**src/rtl/banked_regfile.sv**
```systemverilog
module banked_regfile (
  input  logic        clk,
  input  logic        rst_n,
  input  logic [3:0]  rd_a_idx,
  output logic [31:0] rd_a_data,
  input  logic [3:0]  rd_b_idx,
  output logic [31:0] rd_b_data,
  input  logic        wr_en,
  input  logic [3:0]  wr_idx,
  input  logic [31:0] wr_data,
  input  logic        sr_wr_en,
  input  logic [31:0] sr_wr_data,
  input  logic        exc_req,
  input  logic [4:0]  exc_mode,
  input  logic [31:0] exc_vector,
  input  logic        ret_req,
  output logic [31:0] status_out,
  output logic [31:0] saved_status_out,
  output logic [31:0] pc_out,
  output logic        mode_err
);
  localparam logic [4:0] M_USR = 5'h10, M_FIQ = 5'h11, M_IRQ = 5'h12, M_SVC = 5'h13,
                         M_ABT = 5'h17, M_UND = 5'h1B, M_SYS = 5'h1F;
  localparam logic [2:0] C_U = 3'd0, C_F = 3'd1, C_I = 3'd2, C_S = 3'd3, C_A = 3'd4, C_D = 3'd5;
  localparam logic [31:0] RESET_SR = 32'h0000_00D3;

  logic [31:0] ur [0:15];
  logic [31:0] fq [0:6];
  logic [31:0] b13 [0:3];
  logic [31:0] b14 [0:3];
  logic [31:0] sp_b [0:3];
  logic [31:0] sp_f;
  logic [31:0] cpsr;

  function automatic logic [2:0] mclass(input logic [4:0] m);
    case (m)
      M_FIQ:   mclass = C_F;
      M_IRQ:   mclass = C_I;
      M_SVC:   mclass = C_S;
      M_ABT:   mclass = C_A;
      M_UND:   mclass = C_D;
      default: mclass = C_U;
    endcase
  endfunction

  function automatic logic mlisted(input logic [4:0] m);
    mlisted = (m == M_USR) || (m == M_SYS) || (mclass(m) != C_U);
  endfunction

  wire [2:0] cur   = mclass(cpsr[4:0]);
  wire [1:0] bsel  = 2'(cur - C_I);
  wire       priv  = (cur != C_U) || (cpsr[4:0] == M_SYS);
  wire [2:0] tcls  = mclass(exc_mode);
  wire [1:0] tsel  = 2'(tcls - C_I);
  wire       exc_go = exc_req && (tcls != C_U);
  wire [31:0] ret_addr = ur[15] + 32'd4;

  function automatic logic [31:0] rd_map(input logic [3:0] i);
    if (i >= 4'd8 && i <= 4'd14 && cur == C_F)
      rd_map = fq[i[2:0]];
    else if (i == 4'd13 && cur >= C_I)
      rd_map = b13[bsel];
    else if (i == 4'd14 && cur >= C_I)
      rd_map = b14[bsel];
    else
      rd_map = ur[i];
  endfunction

  always_comb begin
    rd_a_data = rd_map(rd_a_idx);
    rd_b_data = rd_map(rd_b_idx);
    if (cur == C_F)       saved_status_out = sp_f;
    else if (cur >= C_I)  saved_status_out = sp_b[bsel];
    else                  saved_status_out = 32'd0;
  end

  assign status_out = cpsr;
  assign pc_out     = ur[15];
  assign mode_err   = !mlisted(cpsr[4:0]);

  always_ff @(posedge clk) begin
    if (!rst_n) begin
      for (int k = 0; k < 16; k++) ur[k] <= '0;
      for (int k = 0; k < 7; k++)  fq[k] <= '0;
      for (int k = 0; k < 4; k++) begin
        b13[k]  <= '0;
        b14[k]  <= '0;
        sp_b[k] <= '0;
      end
      sp_f <= '0;
      cpsr <= RESET_SR;
    end else if (exc_go) begin
      if (tcls == C_F) begin
        fq[6] <= ret_addr;
        sp_f  <= cpsr;
      end else begin
        b14[tsel]  <= ret_addr;
        sp_b[tsel] <= cpsr;
      end
      cpsr   <= {cpsr[31:8], 1'b1, cpsr[6] | (tcls == C_F), cpsr[5], exc_mode};
      ur[15] <= exc_vector;
    end else begin
      if (wr_en) begin
        if (wr_idx >= 4'd8 && wr_idx <= 4'd14 && cur == C_F)
          fq[wr_idx[2:0]] <= wr_data;
        else if (wr_idx == 4'd13 && cur >= C_I)
          b13[bsel] <= wr_data;
        else if (wr_idx == 4'd14 && cur >= C_I)
          b14[bsel] <= wr_data;
        else
          ur[wr_idx] <= wr_data;
      end
      if (ret_req) begin
        if (cur != C_U) cpsr <= saved_status_out;
      end else if (sr_wr_en) begin
        cpsr <= priv ? sr_wr_data : {sr_wr_data[31:27], cpsr[26:0]};
      end
    end
  end
endmodule


```
**config.mk**
```make
export PLATFORM = sky130hd
export DESIGN_NAME = banked_regfile
export DESIGN_NICKNAME = d
export VERILOG_FILES = /design/src/rtl/banked_regfile.sv
export SDC_FILE = /design/constraint.sdc
export NUM_CORES = 2
export LEC_CHECK = 0
export ABC_CLOCK_PERIOD_IN_PS = 6700
export BUFFER_PORTS_ARGS = -buffer_cell sky130_fd_sc_hd__buf_2
export CELL_PAD_IN_SITES_DETAIL_PLACEMENT = 1
export CELL_PAD_IN_SITES_GLOBAL_PLACEMENT = 1
export CORE_ASPECT_RATIO = 1.1
export CORE_MARGIN = 5
export CORE_UTILIZATION = 50
export CTS_BUF_LIST = sky130_fd_sc_hd__clkbuf_4 sky130_fd_sc_hd__clkbuf_8
export DETAILED_ROUTE_END_ITERATION = 7
export GPL_TIMING_DRIVEN = 0
export PLACE_DENSITY = 0.8
export SLEW_MARGIN = 20
export SYNTH_ARGS = -nofsm -noshare
export SYNTH_HDL_FRONTEND = slang
export SYNTH_SLANG_ARGS = --single-unit
```
**constraint.sdc**
```tcl
create_clock -name clk -period 6.7 [get_ports clk]
set_input_delay 1.34 -clock clk [delete_from_list [all_inputs] [get_ports clk]]
set_output_delay 1.34 -clock clk [all_outputs]
set_load 0.03 [all_outputs]
```
==> impl_metrics.toml <==
[cts]
post_cts_buffers = 0
root_buffer = "clkbuf_8"
clkTransAtPathRegs_ns = 0.06
clock_latency_ns = 0.97
numCtsBuffers = 198
clock_sinks = 1216
htree_levels = 4
cts_hold_buf = 0
clockBufferDepth = 3
cts_tree = "built"

[logic_synthesis]
synth.avg_cell_area_um2 = 13.5
yosysWarnings = 0
synthXorXnorAreaFrac = 0.00390
async_flop_share = 0
synth_commonest_cells = "edfxtp_1, and2_1, mux4_2"
synthAdderAreaFrac = 0.000358
synth_edf_count = 1152
synth_seq_area_share = 0.570
synth_compound_area_frac = 0.0699
synth_cell_types = 70
synth-simple-area-share = 0.148
synth_top_family_by_area = "multiplexers"
synth_top_cell_area_share = 0.550
synth_area_um2 = 62900
synth_most_common_cell = "edfxtp_1"
synth_area_leaders = "edfxtp_1, mux4_2, and2_1"
synth-seq-cells = 1216
yosys-mux-area-fraction = 0.175
synthCells = 4665
synthFlopType = "edfxtp_1"
yosysTopAreaCell = "edfxtp_1"

[placement]
preCtsSetupSlack_ns = -0.407
place_hpwl_mm = 195
gp_congestion = 1.01
port_buffers = 275

[worst_setup_path]
cpMostUsedCell = "clkbuf_1"
path_buf_inv = 3
critical_path.top_delay_family = "compound AO/OA/AOI/OAI gates"
path_cells = "clkbuf_1 > nor2_1 > o21bai_2 > nor3_2 > clkbuf_1 > a221oi_1 > o21ai_0 > buf_2"
cp-start-kind = "flip-flop"
rr_startpoint = "status_out[3]"
crit_type = "flip-flop to primary output"
critical_path_required_ns = 5.36
worstPathArrival_ns = 5.59
cpPeakStageDelay_ns = 1.01
worst-path-max-fanout = 10
crit_start = "status_out[3]"
slowest_stage = "a221oi_1"
end_kind = "primary output"

[floorplan]
rows = 136
io_pins = 280
core-area_um2 = 125000
die_height_um = 382
start_util = 0.503
die_w_um = 348
die_area_um2 = 133000

[route]
wl_mm = 267
drtPass1Iterations = 7
highest_layer = "met5"
route.detailed.drc = 0
wl_met3_mm = 35.2
vias = 48821
ant_nets = 0
dr_wl_met2_mm = 123
viasPerCell = 6.95
drt-initial-drc-count = 7062
wl_met1_mm = 85.0
wl_per_cell_um = 38.0

[grt]
grt_pass1_wl_mm = 368
grt_pass1_vias = 51007
grt_max_degree = 33
grt.total_usage = 0.392
grt_overflow_total = 0
antenna_found_initial = 23

[flow_run]
max-cap-violations = 0

[pwr]
max-vdd-ir-drop_mv = 0.225
p_per_area_nw_per_um2 = 329
finalPower_uw = 23500
cellLeakagePower_uw = 0.0266

[layout]
layout-drive-gt1-share = 0.234
nets = 5324
syn_to_final_growth_pct = 13.8
utilization = 0.572
fillers = 12370
seqCellArea_um2 = 35900
multiInputGateArea_um2 = 25400

[sta]
fin_crit_ns = 6.93
relSlewSlack = 0.111
setup_viol = 9
report.final.hold_viol_count = 0
worst_slew_pin_slew_ns = 1.33
slew_violations = 0
fin_ws_ns = -0.227
finalClockSkew_ns = 0.0613
timing.final.crit_share = 1.03
timing.fmax_mhz = 144

[outcome]
violations = "setup timing"
status = "complete, but fails checks"

[min_path]
min_from = "sp_f[3]"
worstHoldPathType = "flip-flop to flip-flop"
[layout make-up]
| class | instances | area share |
|---|---|---|
| flip-flops and latches | 1216 | 0.501 |
| multi-input cells | 2962 | 0.355 |
| clock buffers | 271 | 0.0469 |
| repair buffers | 308 | 0.0294 |
| well taps | 1656 | 0.0289 |
| plain buffers | 454 | 0.0261 |
| clock inverters | 89 | 0.00884 |
| inverters | 64 | 0.00336 |
| diodes | 7 | 0.000245 |
[report_power, final]
group          leakage [uW]  internal (uW)  total, uW  switching (uW)
clock network       0.00211           3580       6810            3240
logic                0.0123           1950       7620            5670
registers            0.0122           8730       9110             372
[cell families (layout without fill, tap and decap cells)]
logic type	count (synthesis)	count (layout)
AND/OR/NAND/NOR	1703	1703
flip-flops	1216	1216
AO/OA/AOI/OAI	624	624
multiplexers	573	573
buffers and inverters	518	1186
XOR/XNOR	28	28
adder cells (fa/ha/maj)	2	2
other	1	39
[placed cells by master (no fill, tap or decap), types with 25 or more instances in the layout]
cell / n
and3_1: 216
a22o_1: 61
mux2_2: 45
o21ai_0: 80
conb_1: 32
a211oi_1: 80
nor2_1: 234
buf_1: 25
buf_2: 356
a21boi_0: 34
mux2i_1: 111
nand3_1: 39
a21oi_1: 97
inv_1: 64
and2_1: 742
o21bai_1: 31
edfxtp_1: 1152
a221oi_1: 46
a31oi_1: 83
mux4_2: 417
clkbuf_4: 62
nand2_1: 306
clkbuf_8: 211
clkbuf_1: 315
dfxtp_1: 64
clkbuf_2: 30
nor2b_1: 88
clkinv_1: 50
[what timing repair did]
action | in CTS | in global routing
endpoints found under the setup margin | 12 | 11
hold endpoints to repair | 0 | 0
cloned | 0 | 0
resized for setup | 1 | 23
[flip-flops by register name, summed over array words and instances (netlist names)]
| register | cells |
|---|---|
| sp_f | 32 |
| status_out | 32 |
| b13 | 128 |
| sp_b | 128 |
| ur | 512 |
| b14 | 128 |
| fq | 256 |
[routing by layer]
metal  up-vias  track usage
li1      18789            -
met1     24561        0.448
met2      4261        0.626
met3      1200        0.126
met4        10        0.275
met5         -            0
[worst register-to-register path, delay by kind of cell (launching register included)]
| family | cells | cell delay [ns] |
|---|---|---|
| buf+inv | 2 | 1.21 |
| compound gates | 1 | 0.82 |
| simple gates | 3 | 1.59 |
| flops | 1 | 0.38 |
[worst paths after layout]
path                   end  slack (ns)  cells past startpoint
max          rd_a_data[12]       -0.23                      8
min                sp_f[3]        0.48                      2
max reg2reg     ur[14][11]        2.28                      6
min reg2reg        sp_f[3]        0.48                      2
[through the flow]
step | cells | hold slack, ns | setup TNS, ns | instance area, um2
floorplan | 4696 | 0.444 | 0 | 63000
global route | 7021 | 0.499 | -0.0418 | 71600
detailed placement | 6657 | 0.465 | -3.55 | 67500
CTS | 7017 | 0.474 | 0 | 71500
finish | 7027 | 0.475 | -0.891 | 71600
global placement | 6627 | 0.451 | -490.68 | 66500
Power figures use the tool's default switching activity.
